$ cat config.mk
export PLATFORM = sky130hd
export DESIGN_NAME = sc_char_rx
export DESIGN_NICKNAME = d
export VERILOG_FILES = /design/src/rtl/sc_rx_pkg.sv /design/src/rtl/sc_rx_sampler.sv /design/src/rtl/sc_rx_etu_timer.sv /design/src/rtl/sc_rx_frame_fsm.sv /design/src/rtl/sc_rx_flags.sv /design/src/rtl/sc_char_rx.sv
export SDC_FILE = /design/constraint.sdc
export NUM_CORES = 1
export LEC_CHECK = 0
export ABC_AREA = 0
export BUFFER_PORTS_ARGS = -buffer_cell sky130_fd_sc_hd__buf_4
export CORE_AREA = 2 2 76 151
export CTS_CLUSTER_SIZE = 12
export DETAILED_ROUTE_END_ITERATION = 8
export DIE_AREA = 0 0 78 153
export PLACE_DENSITY = 0.53
export SYNTH_ARGS = -nofsm -noshare
export SYNTH_HDL_FRONTEND = slang
export SYNTH_SLANG_ARGS = --single-unit
export TNS_END_PERCENT = 100
$ cat constraint.sdc
create_clock -name clk -period 2.55 [get_ports clk]
set_input_delay 0.255 -clock clk [delete_from_list [all_inputs] [get_ports clk]]
set_output_delay 0.255 -clock clk [all_outputs]
set_load 0.01 [all_outputs]
$ cat src/rtl/sc_rx_pkg.sv
package sc_rx_pkg;

  localparam int ETU_W = 16;

  typedef enum logic [2:0] {
    RX_IDLE,
    RX_START,
    RX_DATA,
    RX_PAR,
    RX_ERRWAIT,
    RX_ERRDRV,
    RX_GUARD
  } rx_state_e;

  // two of three samples decide the bit
  function automatic logic maj3(input logic [2:0] v);
    return (v[0] & v[1]) | (v[0] & v[2]) | (v[1] & v[2]);
  endfunction

  // effective clocks per ETU: zero picks the default, tiny values are raised
  function automatic logic [ETU_W-1:0] eff_etu(input logic [ETU_W-1:0] etu,
                                               input logic [ETU_W-1:0] dflt);
    if (etu == '0) return dflt;
    else if (etu < ETU_W'(4)) return ETU_W'(4);
    else return etu;
  endfunction

endpackage

$ cat src/rtl/sc_rx_sampler.sv
module sc_rx_sampler #(
  parameter int SYNC_STAGES = 2
) (
  input  logic clk,
  input  logic rst_n,
  input  logic line_in,
  output logic line_s,
  output logic maj
);
  logic [SYNC_STAGES-1:0] sq;
  logic [2:0]             hist;

  generate
    if (SYNC_STAGES == 1) begin : g_one
      always_ff @(posedge clk or negedge rst_n)
        if (!rst_n) sq <= '1;
        else        sq <= line_in;
    end else begin : g_many
      always_ff @(posedge clk or negedge rst_n)
        if (!rst_n) sq <= '1;
        else        sq <= {sq[SYNC_STAGES-2:0], line_in};
    end
  endgenerate

  assign line_s = sq[SYNC_STAGES-1];

  always_ff @(posedge clk or negedge rst_n)
    if (!rst_n) hist <= 3'b111;
    else        hist <= {hist[1:0], line_s};

  assign maj = sc_rx_pkg::maj3(hist);
endmodule

$ cat src/rtl/sc_rx_etu_timer.sv
module sc_rx_etu_timer #(
  parameter int ETU_W = sc_rx_pkg::ETU_W
) (
  input  logic             clk,
  input  logic             rst_n,
  input  logic             clr,
  input  logic [ETU_W-1:0] etu,
  output logic             half_hit,
  output logic             full_hit
);
  logic [ETU_W-1:0] cnt;
  logic [ETU_W-1:0] half_m1;
  logic [ETU_W-1:0] full_m1;

  assign half_m1  = (etu >> 1) - ETU_W'(1);
  assign full_m1  = etu - ETU_W'(1);
  assign half_hit = (cnt == half_m1);
  assign full_hit = (cnt == full_m1);

  always_ff @(posedge clk or negedge rst_n)
    if (!rst_n)   cnt <= '0;
    else if (clr) cnt <= '0;
    else          cnt <= cnt + ETU_W'(1);
endmodule

$ cat src/rtl/sc_rx_frame_fsm.sv
module sc_rx_frame_fsm
  import sc_rx_pkg::*;
#(
  parameter int DATA_W = 8
) (
  input  logic              clk,
  input  logic              rst_n,
  input  logic              rx_en,
  input  logic              line_s,
  input  logic              maj,
  input  logic              half_hit,
  input  logic              full_hit,
  output logic              tmr_clr,
  output logic              ev_good,
  output logic              ev_bad,
  output logic [DATA_W-1:0] frame_byte,
  output logic              drive_low
);
  localparam int CNT_W = (DATA_W > 1) ? $clog2(DATA_W) : 1;
  localparam logic [CNT_W-1:0] LAST = CNT_W'(DATA_W - 1);

  rx_state_e         state;
  logic [CNT_W-1:0]  bitcnt;
  logic [DATA_W-1:0] shreg;
  logic              par_bad;
  logic              par_done;

  assign par_bad    = ^{shreg, maj};
  assign par_done   = (state == RX_PAR) && full_hit;
  assign ev_good    = par_done && !par_bad;
  assign ev_bad     = par_done && par_bad;
  assign frame_byte = shreg;
  assign drive_low  = (state == RX_ERRDRV);

  always_comb begin
    tmr_clr = 1'b0;
    case (state)
      RX_IDLE:                 tmr_clr = 1'b1;
      RX_START, RX_ERRWAIT:    tmr_clr = half_hit;
      RX_DATA, RX_PAR,
      RX_ERRDRV, RX_GUARD:     tmr_clr = full_hit;
      default:                 tmr_clr = 1'b1;
    endcase
  end

  always_ff @(posedge clk or negedge rst_n) begin
    if (!rst_n) begin
      state  <= RX_IDLE;
      bitcnt <= '0;
      shreg  <= '0;
    end else begin
      case (state)
        RX_IDLE:
          if (rx_en && !line_s) state <= RX_START;
        RX_START:
          if (half_hit) begin
            bitcnt <= '0;
            state  <= maj ? RX_IDLE : RX_DATA;
          end
        RX_DATA:
          if (full_hit) begin
            shreg <= {maj, shreg[DATA_W-1:1]};
            if (bitcnt == LAST) state <= RX_PAR;
            else                bitcnt <= bitcnt + CNT_W'(1);
          end
        RX_PAR:
          if (full_hit) state <= par_bad ? RX_ERRWAIT : RX_GUARD;
        RX_ERRWAIT:
          if (half_hit) state <= RX_ERRDRV;
        RX_ERRDRV:
          if (full_hit) state <= RX_GUARD;
        RX_GUARD:
          if (full_hit) state <= RX_IDLE;
        default:
          state <= RX_IDLE;
      endcase
    end
  end
endmodule

$ cat src/rtl/sc_rx_flags.sv
module sc_rx_flags #(
  parameter int DATA_W = 8
) (
  input  logic              clk,
  input  logic              rst_n,
  input  logic              ev_good,
  input  logic              ev_bad,
  input  logic [DATA_W-1:0] frame_byte,
  input  logic              rie,
  input  logic              dma_en,
  input  logic              dma_ack,
  input  logic              clr_rdy,
  input  logic              clr_perr,
  input  logic              clr_ovr,
  output logic [DATA_W-1:0] rd_data,
  output logic              rdy,
  output logic              perr,
  output logic              ovr,
  output logic              rxi,
  output logic              eri,
  output logic              dma_req
);
  logic ovr_hit;
  logic load;
  logic rdy_set;

  assign ovr_hit = ev_good && rdy;
  assign rdy_set = ev_good && !rdy;
  assign load    = ev_bad || rdy_set;

  always_ff @(posedge clk or negedge rst_n) begin
    if (!rst_n) begin
      rd_data <= '0;
      rdy     <= 1'b0;
      perr    <= 1'b0;
      ovr     <= 1'b0;
    end else begin
      if (load) rd_data <= frame_byte;
      rdy  <= rdy_set || (rdy && !(clr_rdy || dma_ack));
      perr <= ev_bad  || (perr && !clr_perr);
      ovr  <= ovr_hit || (ovr && !clr_ovr);
    end
  end

  assign rxi     = rdy && rie;
  assign eri     = (perr || ovr) && rie;
  assign dma_req = rdy && dma_en;
endmodule

$ cat src/rtl/sc_char_rx.sv
module sc_char_rx #(
  parameter int                        DATA_W      = 8,
  parameter int                        SYNC_STAGES = 2,
  parameter logic [sc_rx_pkg::ETU_W-1:0] ETU_DEFAULT = 16'd372
) (
  input  logic                         clk,
  input  logic                         rst_n,
  input  logic [sc_rx_pkg::ETU_W-1:0]  etu_cycles,
  input  logic                         rx_en,
  input  logic                         rie,
  input  logic                         dma_en,
  input  logic                         line_in,
  input  logic                         dma_ack,
  input  logic                         clr_rdy,
  input  logic                         clr_perr,
  input  logic                         clr_ovr,
  output logic                         line_drive_low,
  output logic [DATA_W-1:0]            rd_data,
  output logic                         rdy_flag,
  output logic                         perr_flag,
  output logic                         ovr_flag,
  output logic                         rxi_irq,
  output logic                         eri_irq,
  output logic                         dma_req
);
  localparam int ETU_W = sc_rx_pkg::ETU_W;

  logic [ETU_W-1:0]  etu_eff;
  logic              line_s;
  logic              maj;
  logic              tmr_clr;
  logic              half_hit;
  logic              full_hit;
  logic              ev_good;
  logic              ev_bad;
  logic [DATA_W-1:0] frame_byte;

  assign etu_eff = sc_rx_pkg::eff_etu(etu_cycles, ETU_DEFAULT);

  sc_rx_sampler #(.SYNC_STAGES(SYNC_STAGES)) u_smp (
    .clk(clk), .rst_n(rst_n), .line_in(line_in), .line_s(line_s), .maj(maj)
  );

  sc_rx_etu_timer #(.ETU_W(ETU_W)) u_tmr (
    .clk(clk), .rst_n(rst_n), .clr(tmr_clr), .etu(etu_eff),
    .half_hit(half_hit), .full_hit(full_hit)
  );

  sc_rx_frame_fsm #(.DATA_W(DATA_W)) u_fsm (
    .clk(clk), .rst_n(rst_n), .rx_en(rx_en), .line_s(line_s), .maj(maj),
    .half_hit(half_hit), .full_hit(full_hit), .tmr_clr(tmr_clr),
    .ev_good(ev_good), .ev_bad(ev_bad), .frame_byte(frame_byte),
    .drive_low(line_drive_low)
  );

  sc_rx_flags #(.DATA_W(DATA_W)) u_flg (
    .clk(clk), .rst_n(rst_n), .ev_good(ev_good), .ev_bad(ev_bad),
    .frame_byte(frame_byte), .rie(rie), .dma_en(dma_en), .dma_ack(dma_ack),
    .clr_rdy(clr_rdy), .clr_perr(clr_perr), .clr_ovr(clr_ovr),
    .rd_data(rd_data), .rdy(rdy_flag), .perr(perr_flag), .ovr(ovr_flag),
    .rxi(rxi_irq), .eri(eri_irq), .dma_req(dma_req)
  );
endmodule

After elaboration in Yosys (flattened, before gate mapping)
Index checks and enable logic that the tools add are counted.
{"block": "totals", "ff_bits": 46, "out_inout_bits": 15, "wordCells": 90}
{"block": "classes", "add_sub_neg": 4, "magnitude_cmp": 1, "eq_ne": 18, "muxes": 19, "bitwise": 5, "reduce_logical": 33}
{"cell": "two-way mux 16 bit", "n": 3}
{"cell": "two-way mux 3 bit", "n": 11}
{"cell": "== test 16 bit", "n": 2}
{"cell": "one-hot mux 3 bit (7 select lines)", "n": 1}
{"cell": "adder 16 x 1 -> 16 bit (second input constant)", "n": 1}
{"cell": "zero test 16 bit", "n": 1}
{"cell": "less-than comparator 16 x 3 -> 1 bit (second input constant)", "n": 1}
{"cell": "!= test 2 x 1 -> 1 bit (second input constant)", "n": 8}
{"cell": "subtractor 15 x 1 -> 16 bit (second input constant)", "n": 1}
{"cell": "subtractor 16 x 1 -> 16 bit (second input constant)", "n": 1}
{"cell": "== test 3 bit (second input constant)", "n": 4}
{"cell": "logical AND 1 bit", "n": 12}
{"cell": "parity 9 bit", "n": 1}
{"cell": "AND reduction 8 bit", "n": 1}
{"cell": "== test 3 x 2 -> 1 bit (second input constant)", "n": 2}
{"cell": "zero test 1 bit", "n": 6}
{"cell": "logical OR 1 bit", "n": 6}
{"cell": "one-hot mux 3 bit (2 select lines)", "n": 1}
{"cell": "two-way mux 2 bit", "n": 2}
{"cell": "AND reduction 4 bit", "n": 1}
{"cell": "OR reduction 4 bit", "n": 1}
{"cell": "adder 3 x 1 -> 3 bit (second input constant)", "n": 1}
{"cell": "AND 1 bit", "n": 3}
{"cell": "== test 3 x 1 -> 1 bit (second input constant)", "n": 1}
{"cell": "other kinds (7)", "n": 8}

Longest topological paths before layout
Gate-level depths: netlist of the first run.
{"block": "logic_depth", "depth_word": 9, "ltp_mapped": 17}

By module
From an unflattened synthesis of the first run, not the netlist that was laid out.
{"block": "hier_totals", "cells_unflattened": 370, "area_unflattened_um2": 3454.6}
{"module": "sc_rx_etu_timer", "n_inst": 1, "cells_each": 234, "area_each_um2": 1845.5, "seq_area_each_um2": 400.4}
{"module": "sc_rx_frame_fsm", "n_inst": 1, "cells_each": 70, "area_each_um2": 847.1, "seq_area_each_um2": 350.3}
{"module": "sc_rx_flags", "n_inst": 1, "cells_each": 31, "area_each_um2": 444.2, "seq_area_each_um2": 275.3}
{"module": "sc_char_rx", "n_inst": 1, "cells_each": 29, "area_each_um2": 175.2, "seq_area_each_um2": 0.0}
{"module": "sc_rx_sampler", "n_inst": 1, "cells_each": 6, "area_each_um2": 142.6, "seq_area_each_um2": 131.4}

Least setup slack after synthesis of the first run
Ideal clock, no wire load.
{"block": "synth_timing", "path_kind": "input to register", "start": "in etu_cycles[10] (netlist bit)", "end": "reg u_flg.rd_data[0]", "arrival_time_ps": 4351, "t_required_ps": 2425, "path_slack_ps": -1926, "stages": 15, "path_buffers": 2, "path_cell_list": "buf_2 or4_4 buf_2 nor4_2 nand2b_1 ha_1 or3b_2 a2111oi_0 xnor2_1 nand4_1 a2111oi_4 nand4_4 nor2_8 nand3_4 mux2_4"}
{"block": "synth_between", "elab_chain_cells": 9}
{"item": "start, declared", "line": "sc_char_rx.sv:8", "text": "input logic [sc_rx_pkg::ETU_W-1:0] etu_cycles,"}
{"item": "less-than comparator 16 x 3 -> 1 bit", "line": "sc_rx_pkg.sv:24", "text": "else if (etu < ETU_W'(4)) return ETU_W'(4);"}
{"item": "two-way mux 16 bit", "line": "sc_rx_pkg.sv:24"}
{"item": "two-way mux 16 bit *", "line": "sc_rx_pkg.sv:23", "text": "if (etu == '0) return dflt;"}
{"item": "subtractor 16 x 1 -> 16 bit *", "line": "sc_rx_etu_timer.sv:16", "text": "assign full_m1 = etu - ETU_W'(1);"}
{"item": "== test 16 bit *", "line": "sc_rx_etu_timer.sv:18", "text": "assign full_hit = (cnt == full_m1);"}
{"item": "logical AND 1 bit *", "line": "sc_rx_frame_fsm.sv:29", "text": "assign par_done = (state == RX_PAR) && full_hit;"}
{"item": "logical AND 1 bit", "line": "sc_rx_frame_fsm.sv:30", "text": "assign ev_good = par_done && !par_bad;"}
{"item": "logical AND 1 bit", "line": "sc_rx_flags.sv:28", "text": "assign rdy_set = ev_good && !rdy;"}
{"item": "logical OR 1 bit *", "line": "sc_rx_flags.sv:29", "text": "assign load = ev_bad || rdy_set;"}
{"item": "end signal, assigned", "line": "sc_rx_flags.sv:38", "text": "if (load) rd_data <= frame_byte;"}
{"item": "end, declared", "line": "sc_rx_flags.sv:15", "text": "output logic [DATA_W-1:0] rd_data,"}
Mark *: on every way between the ends. The rest lies on a longest branch, timed or not.
A chain may end at the register's enable or synchronous reset.

Worst setup path in the final report of the first run
{"block": "layout_timing", "start": "in etu_cycles[13] (netlist bit)", "end": "reg u_fsm.state[1]"}
{"block": "layout_between", "elab_chain_cells": 7}
{"item": "less-than comparator 16 x 3 -> 1 bit", "line": "sc_rx_pkg.sv:24"}
{"item": "two-way mux 16 bit", "line": "sc_rx_pkg.sv:24"}
{"item": "two-way mux 16 bit *", "line": "sc_rx_pkg.sv:23"}
{"item": "subtractor 16 x 1 -> 16 bit or subtractor 15 x 1 -> 16 bit (tied branches)", "line": "sc_rx_etu_timer.sv:16, sc_rx_etu_timer.sv:15"}
{"item": "== test 16 bit, on equally long branches", "line": "sc_rx_etu_timer.sv:18, sc_rx_etu_timer.sv:17"}
{"item": "!= test 2 x 1 -> 1 bit (no line)"}
{"item": "AND reduction 8 bit (no line) *"}
{"item": "end signal, assigned", "line": "sc_rx_frame_fsm.sv:58", "text": "state <= maj ? RX_IDLE : RX_DATA;"}
{"item": "end signal, assigned", "line": "sc_rx_frame_fsm.sv:67", "text": "if (full_hit) state <= par_bad ? RX_ERRWAIT : RX_GUARD;"}
{"item": "end, declared", "line": "sc_rx_frame_fsm.sv:22", "text": "rx_state_e state;"}
Marked as above.

==> reports/results.tsv, run 1 <==
metric	value	unit
maxSlewViolCount	0	
switching_share	0.328	
grt-busiest-layer	met2	
initial_core_util	0.353	
finalCriticalPeriod	3.99	ns
place_congestion	0.942	
slowest_stage	or4_4	
cts_buffer_depth	2	
core	10800	µm²
fin_crit_sh	1.56	
pwr-share-seq	0.353	
ys_seq_area_frac	0.303	
cp-start-kind	input pin	
antenna_found_initial	0	
placed_cell_area	4910	µm²
drtIter0Drc	132	
power_density	462	nW/µm²
nets	564	
violations	setup timing	
synth_async_sr_flop_share	1.00	
crit_type	in2reg	
outcome	finished with violations	
worst_pin_slew	0.664	ns
die_w	78	µm
clockPowerShare	0.270	
hold_slack	0.0766	ns
ys_ff_latch	46	
postSynthCellCount	419	
grt_start_max_net_pins	47	
clockRootBuffer	clkbuf_16	
final_layout_size_suffix_gt1_frac	0.393	
dr.pass1.iters	4	
postLayoutCellArea	5260	µm²
mostFrequentLayoutCells	buf_4, nor2_1, dfrtp_1, nand2_1, xnor2_1	
power.total	2430	µW
overflow	0	
clock.fmax	0.251	GHz
leakage	0.00227	µW
crit_arrival	4.17	ns
rsz0062_at_grt	true	
ioPinCount	41	
maxCapViolCount	0	
diodes	0	
slowest_delay	0.57	ns
hpwl	10000	µm
rows	54	
pre_cts_slack	-1.75	ns
finalWorstSetupSlack	-1.44	ns
setup_viol	41	
hold_viol	0	
cts_buffers	5	
cp_max_fo	5	
clk_transition_reported_paths	0.06	ns
synth_edf_count	0	
end_kind	flop	
ys_warn_count	0	
grt_pass1_vias	3939	
area_growth	37.7	%
grt_usage	0.216	
gr-usage-met3	0.0159	
via_per_inst	5.49	
drc	0	
slew_headroom	0.554	
synth_cell_types	68	
clock_latency	0.29	ns
drt.antenna.violating_nets	0	
port_buffers	40	
ir_worst_vdd	0.522	mV
worstPathCellList	buf_6 > or4_4 > nor4_4 > nand2b_4 > buf_12 > ha_4 > or3b_4 > or3_4 > a31oi_4 > nand4_1 > a2111oi_4 > nand4_4 > buf_6 > or4_1 > nand3b_1 > o21ai_1	
routed_wl	12300	µm
met1_usage	0.200	
combPwrFrac	0.376	
cp.buffers_inverters	3	
grt_pass1_wl	20000	µm
netlist_area	3820	µm²
h-tree-depth	2	
critical-path-top-delay-family	simple AND/OR/NAND/NOR gates	
die_h	153	µm
avgSynthCellArea	9.12	µm²
cellInternalPower	1630	µW
hp-class	in2reg	
skew	0.00809	ns
cts_tree	yes	
cts_sinks	46	
switchingPower	796	µW
synthFlopType	dfrtp_1	
gr-usage-met2	0.406	
vias	3702	
avgRoutedWirePerCell	18.3	µm
syn_nets	450	
mostFrequentLayoutCell	buf_4	
fp.dieArea	11900	µm²
crit_required	2.73	ns
crit_top_cell	buf_6	
-- registers in the layout, indices dropped and copies added, names as in the netlist --
name              cells
u_flg.ovr             1
u_flg.perr            1
u_flg.rd_data         8
u_flg.rdy             1
u_fsm.bitcnt          3
u_fsm.frame_byte      8
u_fsm.state           3
u_smp.hist            3
u_smp.sq              2
u_tmr.cnt            16
-- timing repair --
action | in CTS | in global routing
pin swaps | 5 | 11
resized for setup | 9 | 13
buffers inserted | 6 | 2
hold buffers | 1 | 0
setup endpoints to repair | 41 | 41
endpoints found under the hold margin | 37 | 0
-- power groups by stage --
stage | registers, µW | logic [µW] | clock network (µW)
finish | 858 | 914 | 657
global route | 865 | 991 | 710
global placement | 868 | 854 | 0
CTS | 856 | 895 | 683
detailed placement | 869 | 861 | 0
floorplan | 836 | 524 | 0
-- path summary, 6_finish.rpt --
| path | from | to | slack, ns | cells after the start |
|---|---|---|---|---|
| setup / recovery | etu_cycles[13] | u_fsm.state[1] | -1.44 | 16 |
| hold / removal | line_in | u_smp.sq[0] | 0.08 | 1 |
| setup reg to reg | u_tmr.cnt[6] | u_fsm.state[1] | 0.05 | 9 |
| hold reg to reg | u_smp.sq[0] | u_smp.sq[1] | 0.36 | 0 |
| max in group asynchronous | rst_n | u_fsm.bitcnt[0] | 1.64 | 2 |
| min in group asynchronous | rst_n | u_fsm.frame_byte[4] | 0.50 | 2 |
-- worst reg2reg max path, stage by stage, from the launching register on --
cell,delay (ns)
dfrtp_1,0.39
or3_4,0.40
a31oi_4,0.15
nand4_1,0.16
a2111oi_4,0.36
nand4_4,0.21
buf_6,0.18
or4_1,0.39
nand3b_1,0.09
o21ai_1,0.06
-- per-layer routing --
metal	share of wire	vias up
li1	-	1766
met1	0.33	1788
met2	0.55	91
met3	0.021	57
met4	0.10	0
met5	0	-
-- per-stage QoR --
stage / cells / util / setup TNS, ns
2_1_floorplan: 419 / - / -54.32
3_3_place_gp: 657 / 0.454 / -68.44
3_5_place_dp: 657 / 0.454 / -69.69
4_1_cts: 672 / 0.478 / -54.83
5_1_grt: 674 / 0.487 / -62.99
6_report: 674 / 0.487 / -56.87
-- cell usage after synthesis (all sizes together) (3+ instances only) --
cell type | count | area share
nand2b | 8 | 0.013
nor4b | 5 | 0.011
buf | 10 | 0.018
o41ai | 3 | 0.0069
a21oi | 11 | 0.017
dfstp | 5 | 0.034
o21a | 4 | 0.0082
nand2 | 30 | 0.029
xnor2 | 27 | 0.062
or4 | 9 | 0.021
ha | 5 | 0.016
and3 | 5 | 0.0082
a41oi | 3 | 0.0088
o21ai | 6 | 0.0079
and2 | 4 | 0.0065
nand4 | 6 | 0.014
xor2 | 20 | 0.046
dfrtp | 41 | 0.27
nand3 | 21 | 0.034
a2111oi | 4 | 0.014
or3 | 3 | 0.0049
clkbuf | 15 | 0.015
nand4b | 3 | 0.0069
a31oi | 4 | 0.0065
or2 | 7 | 0.011
mux2 | 21 | 0.070
mux2i | 5 | 0.013
nor3b | 5 | 0.0098
nor2b | 8 | 0.013
nor2 | 42 | 0.046
inv | 7 | 0.0069
nor4 | 15 | 0.041
nor3 | 22 | 0.029
o31ai | 7 | 0.014
-- cells by family after synthesis --
kind of cell               count (synthesis)  synth area share
muxes                                     26            0.0828
DFF                                       46             0.303
xor gates and xnor gates                  48             0.114
and+or+nand+nor                          198             0.310
adders and majority gates                  6            0.0190
AOI/OAI and AO/OA                         63             0.132
buffers and inverters                     32            0.0396
-- area by class of cell --
cell class	instances	area, µm²
inverters	7	26.3
fillers	1076	5550
multi-input cells	341	2710
well taps	140	175
clock inverters	2	12.5
flip-flops and latches	46	1160
repair buffers	132	1040
clock buffers	6	139
(Power assumes the default switching activity.)
==> run 2, diff against run 1 <==
--- a/config.mk
+++ b/config.mk
@@ -7,11 +7,12 @@
 export LEC_CHECK = 0
 export ABC_AREA = 0
 export BUFFER_PORTS_ARGS = -buffer_cell sky130_fd_sc_hd__buf_4
-export CORE_AREA = 2 2 76 151
+export CORE_AREA = 2 2 127 92
+export CTS_CLUSTER_DIAMETER = 50
 export CTS_CLUSTER_SIZE = 12
 export DETAILED_ROUTE_END_ITERATION = 8
-export DIE_AREA = 0 0 78 153
-export PLACE_DENSITY = 0.53
+export DIE_AREA = 0 0 129 94
+export PLACE_DENSITY = 0.52
 export SYNTH_ARGS = -nofsm -noshare
 export SYNTH_HDL_FRONTEND = slang
 export SYNTH_SLANG_ARGS = --single-unit
==> run 2 against run 1 <==
Compared with the run above: the flow still finishes with violations (setup timing); routed wire length down 1.5%; worst hold slack got worse by 0.0024 ns; global-route usage fell by 1.0 points; utilization is 1.4 points higher; clock-buffer cell count is the same; clock skew down 0.0020 ns; final area up 3.3%; first-iteration DRC count is 83% higher.
==> reports/results.tsv, run 2 (synthesis results as in run 1) <==
metric	value	unit	change
grt_start_max_net_pins	47		unchanged
seqCellArea	1160	µm²	unchanged
multi_input_area	2770	µm²	+1.9%
fin_crit_sh	1.50		-0.0691
maxSlewViolCount	0		unchanged
leakage	0.00233	µW	+2.6%
outcome	finished with violations		
largest_register_ffs	16		unchanged
finalWorstSetupSlack	-1.26	ns	+0.176 ns
rows	32		-41%
num-fill-cells	962		-11%
nets	571		+1.2%
maxCapViolCount	0		unchanged
antenna_found_initial	0		unchanged
overflow	0		unchanged
grt_pass1_vias	3566		-9.5%
area_growth	42.2	%	
grt_usage	0.206		-0.0103
grt_pass1_wl	19300	µm	-3.9%
rrSetupSlack	0.05	ns	about the same
hp-class	in2reg		
drtIter0Drc	241		+83%
skew	0.00607	ns	-0.00202 ns
diodes	0		unchanged
cts_buffers	5		unchanged
place_congestion	0.906		-3.8%
placed_cell_area	4970	µm²	+1.2%
postLayoutCellArea	5430	µm²	+3.3%
initial_core_util	0.352		-0.00130
clk_transition_reported_paths	0.06	ns	about the same
cts_buffer_depth	2		unchanged
h-tree-depth	2		unchanged
cp-start-kind	input pin		
slew_headroom	0.494		-0.0594
crit_type	in2reg		
avgRoutedWirePerCell	17.5	µm	-4.2%
port_buffers	40		unchanged
hpwl	9380	µm	-6.2%
fin_setup_tns	-48.74	ns	+8.13 ns
ir_worst_vdd	0.394	mV	-25%
crit_arrival	3.98	ns	-0.19 ns
finalCriticalPeriod	3.81	ns	-0.176 ns
clock_latency	0.29	ns	about the same
mostFrequentLayoutCell	buf_4		
dr.pass1.iters	5		+1
power_density	460	nW/µm²	-0.39%
clockRootBuffer	clkbuf_16		
cp_max_fo	8		+3
routed_wl	12100	µm	-1.5%
mostFrequentLayoutCells	buf_4, dfrtp_1, nor2_1, nand2_1, xnor2_1		
setup_viol	41		unchanged
clock.fmax	0.262	GHz	+4.6%
drc	0		unchanged
violations	setup timing		
final_layout_size_suffix_gt1_frac	0.426		+0.0327
core	10900	µm²	+0.37%
end_kind	flop		
die_h	94	µm	-39%
worst_pin_slew	0.753	ns	+0.0884 ns
via_per_inst	5.36		-2.4%
cts_tree	yes		
vias	3715		+0.35%
drt.antenna.violating_nets	0		unchanged
die_w	129	µm	+65%
top_register	u_tmr.cnt		
fp.dieArea	12100	µm²	+1.6%
hold_viol	0		unchanged
crit_required	2.72	ns	about the same
ioPinCount	41		unchanged
rsz0062_at_grt	true		
cts_sinks	46		unchanged
## run 2: cell type report
type	count	area share
Inverter	7	0.00484
Tap cell	153	0.0352
Sequential cell	46	0.213
Clock inverter	1	0.00553
Timing Repair Buffer	139	0.207
Multi-Input combinational cell	341	0.509
Clock buffer	6	0.0256
## run 2: per-stage QoR
stage	cells	hold slack, ns	setup slack, ns	total power (µW)	util
6_report	693	0.0742	-1.26	2500	0.501
5_1_grt	693	0.0623	-1.43	2640	0.501
4_1_cts	688	0.0657	-1.28	2480	0.488
3_5_place_dp	676	0.298	-1.60	1680	0.458
3_3_place_gp	676	0.295	-1.59	1670	0.458
2_1_floorplan	419	-0.0406	-1.50	1360	-
## run 2: critical path, cell delays in order
cell and delay (ns):
buf_4 0.11, or4_4 0.55, nor4_4 0.33, nand2b_4 0.22, ha_4 0.13, or3b_4 0.44, nor4_4 0.25, nand4b_1 0.29
a2111oi_4 0.46, nand4_4 0.20, nor2_8 0.19, nand3_4 0.18, mux2_1 0.36
## run 2: layer usage
layer	wire [µm]	GRT usage	vias to the layer above
met5	0	0	-
met4	129	0.0317	0
met3	692	0.0421	18
met2	4880	0.287	103
met1	6450	0.327	1809
li1	-	-	1785
## run 2: worst paths after layout
kind,startpoint,end,depth (start not counted)
setup / recovery,etu_cycles[7],u_fsm.frame_byte[7],13
hold / removal,line_in,u_smp.sq[0],1
setup reg to reg,u_tmr.cnt[3],u_fsm.frame_byte[7],8
hold reg to reg,u_smp.sq[0],u_smp.sq[1],0
max in group asynchronous,rst_n,u_fsm.bitcnt[2],2
min in group asynchronous,rst_n,u_tmr.cnt[15],2
## run 2: power breakdown
group,internal (µW),switching [µW]
clock,484,265
combinational,427,450
sequential,792,80.8
## run 2: timing repair
item / CTS / global route
endpoints found under the setup margin: 41 / 41
resized for setup: 18 / 23
pin swaps: 4 / 9
hold endpoints to repair: 26 / 0
buffers inserted: 3 / 6
hold buffers: 1 / 0
gates cloned: 1 / 0
==> run 3, diff against run 2 <==
--- a/config.mk
+++ b/config.mk
@@ -12,6 +12,7 @@
 export CTS_CLUSTER_SIZE = 12
 export DETAILED_ROUTE_END_ITERATION = 8
 export DIE_AREA = 0 0 129 94
+export GPL_TIMING_DRIVEN = 0
 export PLACE_DENSITY = 0.52
 export SYNTH_ARGS = -nofsm -noshare
 export SYNTH_HDL_FRONTEND = slang
==> run 3 against run 2 <==
Compared with the run above: the flow still finishes with violations (setup timing); combinational power is 10% lower; via count is 6.3% lower; utilization is 4.6 points lower; global-route usage is 1.6 points lower; routed wire length is 8.2% lower; clock-buffer cell count is 1 higher; sequential share of layout area is 2.1 points higher; fmax is 4.5% lower; critical endpoint is now u_flg.rd_data[7]; largest cell class unchanged.
==> reports/results.tsv, run 3 (synthesis results as in run 1) <==
metric	value	unit	change
outcome	finished with violations		
violations	setup timing		
crit_arrival	4.16	ns	+0.18 ns
via_per_inst	5.44		+1.5%
hold_path.startpoint	line_in		
antenna_found_initial	0		unchanged
fp.dieArea	12100	µm²	unchanged
finalWorstSetupSlack	-1.44	ns	-0.179 ns
grt_usage	0.190		-0.0161
clockRootBuffer	clkbuf_16		
end_kind	flop		
clock.fmax	0.250	GHz	-4.5%
vias	3482		-6.3%
h-tree-depth	2		unchanged
place_congestion	0.929		+2.6%
initial_core_util	0.352		unchanged
avgRoutedWirePerCell	17.4	µm	-0.60%
hold_depth	1		unchanged
drt.antenna.violating_nets	0		unchanged
cts_buffer_depth	2		unchanged
post-route-util	0.455		-0.0457
power.total	2280	µW	-8.8%
ir_worst_vdd	0.284	mV	-28%
reg2reg_from	u_tmr.cnt[6]		
rsz0062_at_grt	true		
overflow	0		unchanged
rows	32		unchanged
placed_cell_area	4400	µm²	-12%
cts_buffers	5		unchanged
drc	0		unchanged
port_buffers	35		-13%
diodes	0		unchanged
mostFrequentLayoutCell	buf_4		
crit_required	2.72	ns	about the same
nets	517		-9.5%
cp-start-kind	input pin		
hold_end	u_smp.sq[0]		
largest_register_ffs	16		unchanged
leakage	0.00202	µW	-13%
fin_crit_sh	1.57		+0.0702
core	10900	µm²	unchanged
maxSlewViolCount	0		unchanged
grt_pass1_wl	17800	µm	-7.7%
rr_endpoint	u_flg.rd_data[7]		
area_growth	29.2	%	
clk_transition_reported_paths	0.06	ns	about the same
power_density	461	nW/µm²	+0.31%
rrSetupSlack	-0.30	ns	-0.35 ns
drtIter0Drc	354		+47%
hp-class	in2reg		
finalCriticalPeriod	3.99	ns	+0.179 ns
worst_pin_slew	1.12	ns	+0.363 ns
routed_wl	11200	µm	-8.2%
die_w	129	µm	unchanged
dr.pass1.iters	6		+1
hold_viol	0		unchanged
slew_headroom	0.250		-0.245
grt_pass1_vias	3262		-8.5%
finalNonFillerCells	640		-7.6%
crit_start	etu_cycles[12]		
crit_type	in2reg		
skew	0.00844	ns	+0.00238 ns
maxCapViolCount	0		unchanged
mostFrequentLayoutCells	buf_4, nor2_1, dfrtp_1, nand2_1, xnor2_1		
top_register	u_tmr.cnt		
cts_tree	yes		
setup_viol	41		unchanged
cts_sinks	46		unchanged
die_h	94	µm	unchanged
r2r_cells	9		+1
grt_start_max_net_pins	47		unchanged
ioPinCount	41		unchanged
final_layout_size_suffix_gt1_frac	0.312		-0.114
clock_latency	0.29	ns	about the same
hpwl	8060	µm	-14%
postLayoutCellArea	4940	µm²	-9.1%
num-fill-cells	1067		+11%
placed_cells	607		-10%
cp_max_fo	8		unchanged
[run 3: changes by cell type in the layout (fill, tap and decap cells not counted), sizes merged]
cell	previous run	this run
buf	138	70
clkbuf	6	21
bufinv	1	0
clkinv	0	1
[run 3: routing by layer]
layer | global-route usage | part of all wire | wire (µm)
met1 | 0.308 | 0.53 | 5960
met2 | 0.250 | 0.39 | 4370
met3 | 0.0364 | 0.065 | 727
met4 | 0.0462 | 0.0083 | 93
met5 | 0 | 0 | 0
[run 3: final cells by class]
class	count	area, µm²	share of cell area
repair buffers	61	500	0.101
flip-flops and latches	46	1160	0.234
clock buffers	7	143	0.0289
inverters	7	26.3	0.00532
plain buffers	24	163	0.0329
well taps	153	191	0.0388
multi-input cells	341	2750	0.557
clock inverters	1	5.00	0.00101
[run 3: timing repair]
action | CTS | global route
endpoints found under the setup margin | 41 | 41
hold buffers | 1 | 0
pin swaps | 25 | 11
gates resized for setup | 24 | 12
buffers inserted | 21 | 3
hold endpoints to repair | 36 | 0
cloned | 1 | 0
[run 3: through the flow]
step	hold WS [ns]	worst slack [ns]	TNS (ns)
global route	0.0636	-1.60	-60.54
finish	0.0767	-1.44	-54.30
floorplan	-0.0406	-1.50	-54.32
global placement	0.301	-2.29	-85.49
CTS	0.0649	-1.49	-54.98
detailed placement	0.302	-2.28	-84.70
[run 3: where the power goes]
part,total (µW),internal [µW],switching [µW],leakage (µW)
registers,838,791,46.7,0.000599
logic,788,325,462,0.00135
clock network,652,389,264,0.0000739
total,2280,1510,773,0.00202
[run 3: critical path, stage by stage]
cell,delay [ns]
buf_8,0.09
or4_4,0.56
buf_8,0.15
nor4_4,0.30
nand2b_4,0.21
ha_4,0.14
or3b_4,0.45
or3_1,0.38
a31oi_2,0.20
nand4_1,0.17
a2111oi_4,0.28
nand4_4,0.21
nor2_8,0.21
nand3_4,0.19
mux2_4,0.35
[run 3: how the worst max path moves through the flow]
stage	end	slack [ns]	cells past startpoint
floorplan	u_flg.rd_data[0]	-1.50	16
global placement	u_flg.rd_data[7]	-2.29	15
detailed placement	u_flg.rd_data[2]	-2.28	15
CTS	u_flg.rd_data[7]	-1.49	15
global route	u_fsm.frame_byte[6]	-1.60	14
finish	u_flg.rd_data[7]	-1.44	15
